File: config.mk
export PLATFORM = sky130hd
export DESIGN_NAME = lcd_hline_timer
export DESIGN_NICKNAME = d
export VERILOG_FILES = /design/src/rtl/lcd_hl_pkg.sv /design/src/rtl/hl_cfg_latch.sv /design/src/rtl/hl_line_cnt.sv /design/src/rtl/hl_pulse_win.sv /design/src/rtl/lcd_hline_timer.sv
export SDC_FILE = /design/constraint.sdc
export NUM_CORES = 1
export LEC_CHECK = 0
export BUFFER_PORTS_ARGS = -buffer_cell sky130_fd_sc_hd__clkbuf_2
export CORE_MARGIN = 5
export CORE_UTILIZATION = 55
export CTS_CLUSTER_SIZE = 14
export DETAILED_ROUTE_END_ITERATION = 6
export GPL_TIMING_DRIVEN = 0
export PLACE_DENSITY = 0.89
export SETUP_SLACK_MARGIN = 0.5
export SLEW_MARGIN = 30
export SYNTH_ARGS = -nofsm -noshare
export SYNTH_HDL_FRONTEND = slang
export SYNTH_SLANG_ARGS = --single-unit
File: constraint.sdc
create_clock -name clk -period 4.4 [get_ports clk]
set_input_delay 0.22 -clock clk [delete_from_list [all_inputs] [get_ports clk]]
set_output_delay 0.22 -clock clk [all_outputs]
set_load 0.01 [all_outputs]
File: src/rtl/lcd_hl_pkg.sv
package lcd_hl_pkg;

   typedef enum logic {
      PH_ACT   = 1'b0,
      PH_BLANK = 1'b1
   } hl_phase_e;

endpackage

File: src/rtl/hl_cfg_latch.sv
module hl_cfg_latch #(
   parameter int DISP_W   = 7,
   parameter int ND_W     = 5,
   parameter int ST_W     = 5,
   parameter int PW_W     = 4,
   parameter int MIN_DISP = 3
) (
   input  logic              clk,
   input  logic              rst,
   input  logic              load,
   input  logic [DISP_W-1:0] disp_in,
   input  logic [ND_W-1:0]   nd_in,
   input  logic [ST_W-1:0]   st_in,
   input  logic [PW_W-1:0]   pw_in,
   input  logic              deep_in,
   input  logic              pol_in,
   output logic [DISP_W-1:0] disp_sh,
   output logic [ND_W-1:0]   nd_sh,
   output logic [ST_W-1:0]   st_sh,
   output logic [PW_W-1:0]   pw_sh,
   output logic              deep_sh,
   output logic              pol_sh,
   output logic              err
);
   localparam int SUM_W = ((ND_W > ST_W) ? ND_W : ST_W) + 2;

   logic viol;
   logic [SUM_W-1:0] need_units;

   initial begin
      assert (MIN_DISP < (1 << DISP_W)) else $fatal(1, "MIN_DISP exceeds display field");
      assert (PW_W <= ND_W) else $fatal(1, "pulse width field wider than blanking field");
   end

   always_ff @(posedge clk) begin
      if (load) begin
         disp_sh <= disp_in;
         nd_sh   <= nd_in;
         st_sh   <= st_in;
         pw_sh   <= pw_in;
         deep_sh <= deep_in;
         pol_sh  <= pol_in;
      end
   end

   always_comb begin
      need_units = SUM_W'(st_sh) + SUM_W'(pw_sh) + SUM_W'(1);
      viol = (SUM_W'(nd_sh) < need_units) || (disp_sh < DISP_W'(MIN_DISP));
   end

   always_ff @(posedge clk) begin
      if (rst)       err <= 1'b0;
      else if (viol) err <= 1'b1;
   end

   a_r8_err_sticky: assert property (@(posedge clk) disable iff (rst) err |=> err);

endmodule

File: src/rtl/hl_line_cnt.sv
module hl_line_cnt
   import lcd_hl_pkg::*;
#(
   parameter int DISP_W  = 7,
   parameter int ND_W    = 5,
   parameter int UNIT_LG = 3,
   parameter int CNT_W   = 10
) (
   input  logic              clk,
   input  logic              rst,
   input  logic [DISP_W-1:0] disp_sh,
   input  logic [ND_W-1:0]   nd_sh,
   output hl_phase_e         phase,
   output logic [CNT_W-1:0]  cnt,
   output logic              line_end
);
   localparam int LW = CNT_W + 1;

   logic [LW-1:0] act_last, nd_last;
   logic          phase_end;

   always_comb begin
      act_last  = (LW'(disp_sh) + LW'(1)) * LW'(1 << UNIT_LG) - LW'(1);
      nd_last   = (LW'(nd_sh)   + LW'(1)) * LW'(1 << UNIT_LG) - LW'(1);
      phase_end = (LW'(cnt) == ((phase == PH_ACT) ? act_last : nd_last));
      line_end  = (phase == PH_BLANK) && phase_end;
   end

   always_ff @(posedge clk) begin
      if (rst) begin
         phase <= PH_ACT;
         cnt   <= '0;
      end else if (phase_end) begin
         phase <= (phase == PH_ACT) ? PH_BLANK : PH_ACT;
         cnt   <= '0;
      end else begin
         cnt   <= cnt + CNT_W'(1);
      end
   end

   a_r2_active_after_end: assert property (@(posedge clk) disable iff (rst)
      line_end |=> (phase == PH_ACT) && (cnt == '0));
   a_r6_end_in_blank: assert property (@(posedge clk) disable iff (rst)
      line_end |-> $past(phase == PH_BLANK) || $past(rst));

endmodule

File: src/rtl/hl_pulse_win.sv
module hl_pulse_win
   import lcd_hl_pkg::*;
#(
   parameter int ND_W      = 5,
   parameter int ST_W      = 5,
   parameter int PW_W      = 4,
   parameter int UNIT_LG   = 3,
   parameter int CNT_W     = 10,
   parameter int OFS_LO    = 4,
   parameter int OFS_HI    = 6,
   parameter bit CLAMP_END = 1'b1
) (
   input  hl_phase_e        phase,
   input  logic [CNT_W-1:0] cnt,
   input  logic [ND_W-1:0]  nd_sh,
   input  logic [ST_W-1:0]  st_sh,
   input  logic [PW_W-1:0]  pw_sh,
   input  logic             deep_sh,
   input  logic             pol_sh,
   output logic             lp
);
   localparam int W = CNT_W + 3;

   logic [W-1:0] start_px, end_raw, nd_last, end_px;
   logic         active;

   initial begin
      assert (OFS_LO < (1 << UNIT_LG) && OFS_HI < (1 << UNIT_LG))
         else $fatal(1, "pulse offset must stay below one unit");
   end

   always_comb begin
      start_px = (W'(st_sh) << UNIT_LG) + (deep_sh ? W'(OFS_HI) : W'(OFS_LO));
      end_raw  = start_px + ((W'(pw_sh) + W'(1)) << UNIT_LG) - W'(1);
      nd_last  = ((W'(nd_sh) + W'(1)) << UNIT_LG) - W'(1);
   end

   generate
      if (CLAMP_END) begin : g_clamp
         assign end_px = (end_raw > nd_last) ? nd_last : end_raw;
      end else begin : g_raw
         assign end_px = end_raw;
      end
   endgenerate

   always_comb begin
      active = (phase == PH_BLANK) && (W'(cnt) >= start_px) && (W'(cnt) <= end_px);
      lp     = pol_sh ? active : ~active;
   end

endmodule

File: src/rtl/lcd_hline_timer.sv
module lcd_hline_timer
   import lcd_hl_pkg::*;
#(
   parameter int DISP_W   = 7,
   parameter int ND_W     = 5,
   parameter int ST_W     = 5,
   parameter int PW_W     = 4,
   parameter int UNIT_LG  = 3,
   parameter int OFS_LO   = 4,
   parameter int OFS_HI   = 6,
   parameter int MIN_DISP = 3
) (
   input  logic              clk,
   input  logic              rst,
   input  logic [DISP_W-1:0] disp_units,
   input  logic [ND_W-1:0]   blank_units,
   input  logic [ST_W-1:0]   lp_start,
   input  logic [PW_W-1:0]   lp_width,
   input  logic              deep_color,
   input  logic              lp_high,
   output logic              de_o,
   output logic              lp_o,
   output logic              eol_o,
   output logic              cfg_err_o
);
   localparam int WIDE_W = (DISP_W > ND_W) ? DISP_W : ND_W;
   localparam int CNT_W  = WIDE_W + UNIT_LG;

   initial begin
      assert (UNIT_LG >= 1) else $fatal(1, "UNIT_LG must be at least 1");
      assert (ST_W <= ND_W) else $fatal(1, "start field wider than blanking field");
   end

   logic [DISP_W-1:0] disp_sh;
   logic [ND_W-1:0]   nd_sh;
   logic [ST_W-1:0]   st_sh;
   logic [PW_W-1:0]   pw_sh;
   logic              deep_sh, pol_sh;
   hl_phase_e         phase;
   logic [CNT_W-1:0]  cnt;
   logic              line_end;

   hl_cfg_latch #(
      .DISP_W(DISP_W), .ND_W(ND_W), .ST_W(ST_W), .PW_W(PW_W), .MIN_DISP(MIN_DISP)
   ) u_cfg (
      .clk(clk), .rst(rst), .load(rst | line_end),
      .disp_in(disp_units), .nd_in(blank_units), .st_in(lp_start), .pw_in(lp_width),
      .deep_in(deep_color), .pol_in(lp_high),
      .disp_sh(disp_sh), .nd_sh(nd_sh), .st_sh(st_sh), .pw_sh(pw_sh),
      .deep_sh(deep_sh), .pol_sh(pol_sh), .err(cfg_err_o)
   );

   hl_line_cnt #(
      .DISP_W(DISP_W), .ND_W(ND_W), .UNIT_LG(UNIT_LG), .CNT_W(CNT_W)
   ) u_cnt (
      .clk(clk), .rst(rst), .disp_sh(disp_sh), .nd_sh(nd_sh),
      .phase(phase), .cnt(cnt), .line_end(line_end)
   );

   hl_pulse_win #(
      .ND_W(ND_W), .ST_W(ST_W), .PW_W(PW_W), .UNIT_LG(UNIT_LG), .CNT_W(CNT_W),
      .OFS_LO(OFS_LO), .OFS_HI(OFS_HI), .CLAMP_END(1'b1)
   ) u_lp (
      .phase(phase), .cnt(cnt), .nd_sh(nd_sh), .st_sh(st_sh), .pw_sh(pw_sh),
      .deep_sh(deep_sh), .pol_sh(pol_sh), .lp(lp_o)
   );

   assign de_o  = (phase == PH_ACT);
   assign eol_o = line_end;

   a_r1_reset_start: assert property (@(posedge clk) rst |=> de_o && !eol_o && !cfg_err_o);
   a_r6_eol_single: assert property (@(posedge clk) disable iff (rst) eol_o |=> !eol_o);
   a_r6_eol_not_de: assert property (@(posedge clk) disable iff (rst) eol_o |-> !de_o);
   a_r5_pulse_in_blank: assert property (@(posedge clk) disable iff (rst)
      (lp_o == pol_sh) |-> !de_o);
   a_r7_hold_midline: assert property (@(posedge clk) disable iff (rst)
      !$past(eol_o) && !$past(rst) |-> $stable(nd_sh) && $stable(pol_sh));

endmodule

After elaboration in Yosys (flattened, before gate mapping)
Index checks and enable logic that the tools add are counted.
{ "op_classes": {"add_sub_neg": 13, "multipliers": 0, "n_div": 0, "n_lt_le_gt_ge": 5, "n_eq_ne": 1, "n_shift": 0, "mux": 5, "bitwise": 3, "reduce_logical": 5} }
{ "op_table": {"columns": ["operator", "count"], "rows": [
  ["subtractor 13 x 1 -> 13 bit, second input constant", 2],
  ["subtractor 11 x 1 -> 11 bit, second input constant", 2],
  ["adder 13 bit", 1],
  ["adder 8 x 13 -> 13 bit", 1],
  [">= comparator 10 x 13 -> 1 bit", 1],
  ["greater-than comparator 13 bit", 1],
  ["less-or-equal comparator 10 x 13 -> 1 bit", 1],
  ["2-to-1 mux 13 bit", 1],
  ["adder 5 x 1 -> 6 bit, second input constant", 2],
  ["equality test 10 x 11 -> 1 bit", 1],
  ["2-to-1 mux 11 bit", 1],
  ["adder 10 x 1 -> 10 bit, second input constant", 1],
  ["adder 7 x 1 -> 8 bit, second input constant", 1],
  ["adder 7 x 1 -> 7 bit, second input constant", 1],
  ["less-than comparator 5 x 7 -> 1 bit", 1],
  ["less-than comparator 7 x 2 -> 1 bit, second input constant", 1],
  ["adder 5 x 4 -> 6 bit", 1],
  ["adder 4 x 1 -> 5 bit, second input constant", 1],
  ["logical AND 1 bit", 3],
  ["2-to-1 mux 1 bit", 2],
  ["2-to-1 mux 2 bit", 1],
  ["NOT 1 bit", 2],
  ["OR reduction 2 bit", 1],
  ["logical OR 1 bit", 1],
  ["OR 1 bit", 1]
]} }
{ "word_totals": {"reg_bits": 35, "latchBits": 0, "mem_bits_rw": 0, "romBits": 0, "in_bits": 25, "output_inout_bits": 4, "n_memories": 0} }

Depth between registers and ports, before layout
{ "depth": {"word_depth": 10, "depth_mapped": 22} }

Cells and area by module
A second synthesis with hierarchy kept.
{ "unflattened": {"cells_unflattened": 348, "area_unflattened_um2": 3294.4} }
{ "by_module_without_submodules": {"columns": ["module", "n_inst", "cells_per_inst", "area_each_um2"], "rows": [
  ["hl_line_cnt", 1, 161, 1312.5],
  ["hl_pulse_win", 1, 127, 989.7],
  ["hl_cfg_latch", 1, 58, 982.2],
  ["lcd_hline_timer", 1, 2, 10.0]
]} }

Worst setup path after synthesis
No wires, ideal clock.
{ "synth_timing": {"path_type": "flip-flop to output port", "startpoint": "reg u_cfg.nd_sh[1]", "endpoint": "out lp_o", "arrival_ns": 4.276, "required_ns": 4.180, "slack_ns": -0.096, "path_stages_with_launch": 21, "n_path_buf": 1, "cell_sequence": "edfxtp_1 ha_1 buf_2 or4b_2 a21o_1 nand2_1 inv_1 ha_1 nand2_1 o21ai_0 o21ai_1 nor2_1 a21oi_1 ha_1 a21oi_1 nor2b_1 a2111oi_0 o21ai_0 a21oi_1 o41ai_1 xor2_1"} }
{ "synth_via": {"elab_chain_cells": 8} }
{ "synth_rtl": {"columns": ["element", "line_no", "text"], "rows": [
  ["start, declared", "hl_cfg_latch.sv:18", "output logic [ND_W-1:0] nd_sh,"],
  ["start signal, assigned", "hl_cfg_latch.sv:38", "nd_sh <= nd_in;"],
  ["adder 5 x 1 -> 6 bit (*)", "hl_pulse_win.sv:35", "nd_last = ((W'(nd_sh) + W'(1)) << UNIT_LG) - W'(1);"],
  ["subtractor 13 x 1 -> 13 bit (*)", "hl_pulse_win.sv:35", null],
  ["greater-than comparator 13 bit", "hl_pulse_win.sv:40", "assign end_px = (end_raw > nd_last) ? nd_last : end_raw;"],
  ["2-to-1 mux 13 bit (*)", "hl_pulse_win.sv:40", null],
  ["less-or-equal comparator 10 x 13 -> 1 bit (*)", "hl_pulse_win.sv:47", "active = (phase == PH_BLANK) && (W'(cnt) >= start_px) && (W'(cnt) <= end_px);"],
  ["logical AND 1 bit (*)", "hl_pulse_win.sv:47", null],
  ["NOT 1 bit", "hl_pulse_win.sv:48", "lp = pol_sh ? active : ~active;"],
  ["2-to-1 mux 1 bit (*)", "hl_pulse_win.sv:48", null],
  ["end, declared", "lcd_hline_timer.sv:22", "output logic lp_o,"]
]} }
Every way passes the cells marked *; elsewhere a longest branch is shown, timed or not.

Worst setup path in the final report
{ "layout_timing": {"startpoint": "reg u_cfg.pw_sh[0]", "endpoint": "out lp_o"} }
{ "layout_via": {"elab_chain_cells": 9} }
{ "layout_rtl": {"columns": ["element", "line_no", "text"], "rows": [
  ["start, declared", "hl_cfg_latch.sv:20", "output logic [PW_W-1:0] pw_sh,"],
  ["start signal, assigned", "hl_cfg_latch.sv:40", "pw_sh <= pw_in;"],
  ["adder 4 x 1 -> 5 bit (*)", "hl_pulse_win.sv:34", "end_raw = start_px + ((W'(pw_sh) + W'(1)) << UNIT_LG) - W'(1);"],
  ["adder 13 bit (*)", "hl_pulse_win.sv:34", null],
  ["subtractor 13 x 1 -> 13 bit (*)", "hl_pulse_win.sv:34", null],
  ["greater-than comparator 13 bit", "hl_pulse_win.sv:40", null],
  ["2-to-1 mux 13 bit (*)", "hl_pulse_win.sv:40", null],
  ["less-or-equal comparator 10 x 13 -> 1 bit (*)", "hl_pulse_win.sv:47", null],
  ["logical AND 1 bit (*)", "hl_pulse_win.sv:47", null],
  ["NOT 1 bit", "hl_pulse_win.sv:48", null],
  ["2-to-1 mux 1 bit (*)", "hl_pulse_win.sv:48", null]
]} }
Marked as above.

==> results.txt <==
- After synthesis, the cell types taking the most area are sky130_fd_sc_hd__edfxtp_1, sky130_fd_sc_hd__ha_1, sky130_fd_sc_hd__dfxtp_1, sky130_fd_sc_hd__xnor2_1, sky130_fd_sc_hd__a21o_1.
- The worst setup path is launched from a flop.
* GR Util All Layers: 0.2100
- Kind of capture point of the worst setup path: output port
- The worst hold path belongs to the class in -> reg.
- The run finished, with violations left.
- Overall die width: 85.96 um
* Ordered list of cells on the worst path: buf_6 > inv_2 > ha_4 > inv_2 > fa_2 > inv_2 > ha_4 > a21o_1 > a21o_1 > a21oi_2 > o21ai_4 > a21oi_2 > nor2_1 > a311oi_2 > ha_1 > buf_4 > buf_4 > nand3_4 > nor3_2 > a21oi_2 > a21oi_2 > o41ai_2 > xor2_1 > buf_2
- Wire length of the first global-routing pass: 12,600 um
- Adding up every negative setup slack in the final design gives -0.3970 ns.
- Syn nets: a little over 400
* Die Footprint: 0.007388 mm^2
* Average wire per standard cell: roughly 17 um
- RePlAce Congestion: a little under 0.9
* Type of the worst setup path: reg -> out
- In this run the standard cell core region covers between 0.005 and 0.006 mm^2.
- Hold timing on the final database bottoms out at a slack of slightly above 0.09 ns.
- The largest total area in the synthesized netlist belongs to sky130_fd_sc_hd__edfxtp_1.
- The tree is rooted in a sky130_fd_sc_hd__clkbuf_8.
- For flop-to-flop paths, the worst setup slack is 0.79 ns.
- Worst supply voltage drop on vdd: roughly 0.27 mV
- Count of flip-flops with a built-in enable after synthesis: 23
* Sum of routed wire segments on met1: roughly 3300 um
- Area growth from synthesis to layout: 24.13%
- For this block, the routed nets add up to ~8000 um of wire.
* Transition time of the tightest slew-check pin: about 0.7 ns
- Core Util, Final: 0.7109
* Crit path top cell by count: sky130_fd_sc_hd__a21oi_2
- Clock transition at path regs: approximately 0.08 ns
* Setup slack after layout: -0.3970 ns
- Cell with the largest stage delay on the worst path: sky130_fd_sc_hd__fa_2
- DRC violation total after the first TritonRoute iteration: 217
- Final max-slew violation count: 0
- In the final layout, the share of cells above drive strength 1 is 0.2741.
- Setup violations remaining at the end of the flow were counted as 1.
* Worst max-slew margin expressed relative to the limit: 0.5189
- The commonest cells after synthesis are sky130_fd_sc_hd__ha_1, sky130_fd_sc_hd__nor2_1, sky130_fd_sc_hd__edfxtp_1.
- DIE HEIGHT: about 86 um
* Via-per-instance ratio: 6.036
* Final count of hold timing violations: 0
- For this run, the detailed router's first-pass iteration total came to 5.
- CTS H-tree lvls: 2
- Startpoint of the worst-slack reg-to-reg timing path: u_cfg.nd_sh[1]
- Total via count in the routed design: ~2,900
* Synthesized area divided by synthesized cell count: ~9.2 um^2
- STA puts the critical path data required time at between 4 and 5 ns.
- Yosys warns: 0
- Post-route cell area: just under 0.004 mm^2
- In the final layout, the multi-input gates occupy approximately 0.0023 mm^2.
* Count of nets after finishing: 472
- Failing checks: setup timing
- Clock tree synthesis found a total of 35 sinks.
- The design draws 0.001353 W.
- Num ports: 29
* Clock tree from TritonCTS: yes
* Library cell with the highest instance count after synthesis: sky130_fd_sc_hd__ha_1
* Count of buffers from port buffering: 28
- RSZ-0062 raised after global routing: true
- The longest clock path from root to sink contains 2 buffers.
* Register bit total from synthesis: 35
- Insertion delay to the later sink of the worst-skew pair: roughly 0.30 ns
* Final cycle utilization of the critical path: 1.090
* Met2 WL post-DR: slightly above 4000 um
- The share of the Yosys chip area taken by registers is 0.2934.
- Buffers inserted during clock tree synthesis total 5.
- Of the post-synthesis cell area, the dominant cell type holds 0.2177.
* ANT nets after route: 0
* Cell leakage power: approximately 1.7 nW
- Max-cap violations in this run came to 0.
- The mapped netlist covers approximately 0.0032 mm^2.
- 0 antenna diodes ended up in the layout.
- After layout, the minimum clock period comes to between 4 and 5 ns.
- Number of remaining DRC errors: 0
* Largest stage delay, worst path: roughly 0.54 ns
- Most common flop cell mapped by yosys: sky130_fd_sc_hd__edfxtp_1
* Instance area at placement: approximately 0.0034 mm^2
- Of all nets on the critical path, the largest fanout is 4.
- Max Clk Rate: around 210 MHz
- Fillcell total: between 300 and 400
* HPWL reported at the end of detailed placement: about 5000 um
* Antenna violations before repair: 0
- Counting cells, the worst reg-to-reg path comes to 9.
- Congestion Overflow GR: 0
- Seq. cell area: approximately 930 um^2
- The detailed router used layers up to and including met4.
* Unique cell type count in the Yosys netlist: 60
- In this run the worst setup path begins at u_cfg.pw_sh[0].
- For this design, the CTS-stage hold fixing added 0 buffers.
- Entering global routing, the biggest net connects 24 pins.
* Clock skew: 0.01132 ns
* Fraction of registers with async set/reset: 0
- For this configuration, the core starts out at a cell density of 0.5727.
- Wire segments on met3 add up to 467 um in the final route.
- R2R Path End: u_cfg.st_sh[4]
- For the worst setup path, the data arrival time is approximately 4.6 ns.
- Power spread over the standard cell area amounts to around 340 mW/mm^2.
- The number of global-route vias before repair came to between 2,000 and 3,000.
* Post-Syn Instances: roughly 350
- The most critical setup path has its endpoint at lp_o.
- Cell Rows: 27
-- where the power goes --
part	total, W	switching [W]	leakage, nW	internal (W)
Combinational	0.000693	0.000350	1.36	0.000343
Sequential	0.000397	0.0000222	0.323	0.000374
Clock	0.000263	0.000117	0.0506	0.000147
Total	0.00135	0.000489	1.73	0.000864
-- area by class of cell --
cell class,count,area share
buffer,14,0.02160
sequential,35,0.2363
tap,72,0.02287
timing repair buffer,52,0.08323
inverter,22,0.02097
multi-input combinational,274,0.5893
clock buffer,8,0.02573
-- routing by layer --
layer / up-vias / global-route usage
met5: - / 0
met4: 0 / 0.08345
met3: 30 / 0.03939
met2: 106 / 0.3721
met1: 1364 / 0.2481
li1: 1379 / -
-- flip-flops by register name, indices dropped and copies added, names as in the netlist --
| register | count |
|---|---|
| u_cnt.cnt | 10 |
| u_cfg.disp_sh | 7 |
| u_cfg.nd_sh | 5 |
| u_cfg.st_sh | 5 |
| u_cfg.pw_sh | 4 |
| u_cfg.deep_sh | 1 |
| u_cfg.err | 1 |
| u_cfg.pol_sh | 1 |
| u_cnt.phase | 1 |
-- worst max-delay path, delay by kind of cell, from the launching register on --
kind | cells | cell delay [ns]
xor gates and xnor gates | 1 | 0.16
and+or+nand+nor | 3 | 0.37
buffers and inverters | 7 | 0.65
AOI/OAI and AO/OA | 9 | 1.53
adders and majority gates | 4 | 1.09
DFF | 1 | 0.45
-- cell families (layout without fill, tap and decap cells) --
kind of cell | after synthesis | in the layout | share of synthesized area
DFF | 35 | 35 | 0.2934
adders and majority gates | 43 | 43 | 0.1743
buffers and inverters | 36 | 96 | 0.05087
muxes | 6 | 6 | 0.01972
AOI/OAI and AO/OA | 82 | 82 | 0.1830
and+or+nand+nor | 110 | 110 | 0.1845
xor gates and xnor gates | 32 | 32 | 0.09306
other | 1 | 1 | 0.001182
-- metrics by stage --
step                instances  setup WS (ns)
floorplan                 345         0.1875
global placement          445        -0.1399
detailed placement        445        -0.2517
CTS                       473        -0.2165
global route              477        -0.5734
finish                    477        -0.3970
-- placed cells by master, fill, tap and decap left out, drive strengths merged, types with 5 or more instances in the layout --
master / netlist / final
a21o: 15 / 15
a21oi: 21 / 21
and2: 6 / 6
buf: 10 / 35
clkbuf: 4 / 39
dfxtp: 12 / 12
edfxtp: 23 / 23
ha: 41 / 41
inv: 22 / 22
nand2: 13 / 13
nand2b: 11 / 11
nand3: 16 / 16
nor2: 28 / 28
nor2b: 7 / 7
nor3: 5 / 5
o21ai: 12 / 12
xnor2: 19 / 19
xor2: 12 / 12
-- what timing repair did --
item	in CTS	in global routing
buffers inserted	20	4
pin swaps	27	19
cloned	0	0
resized for setup	30	18
setup endpoints to repair	24	1
-- how the worst min path moves through the flow --
stage	from	to	depth (start not counted)
final	disp_units[5]	u_cfg.disp_sh[5]	1
after detailed placement	disp_units[5]	u_cfg.disp_sh[5]	1
after floorplan	rst	u_cfg.err	1
after global placement	disp_units[2]	u_cfg.disp_sh[2]	1
after global routing	disp_units[3]	u_cfg.disp_sh[3]	1
after CTS	disp_units[6]	u_cfg.disp_sh[6]	1
(Power assumes the default switching activity.)
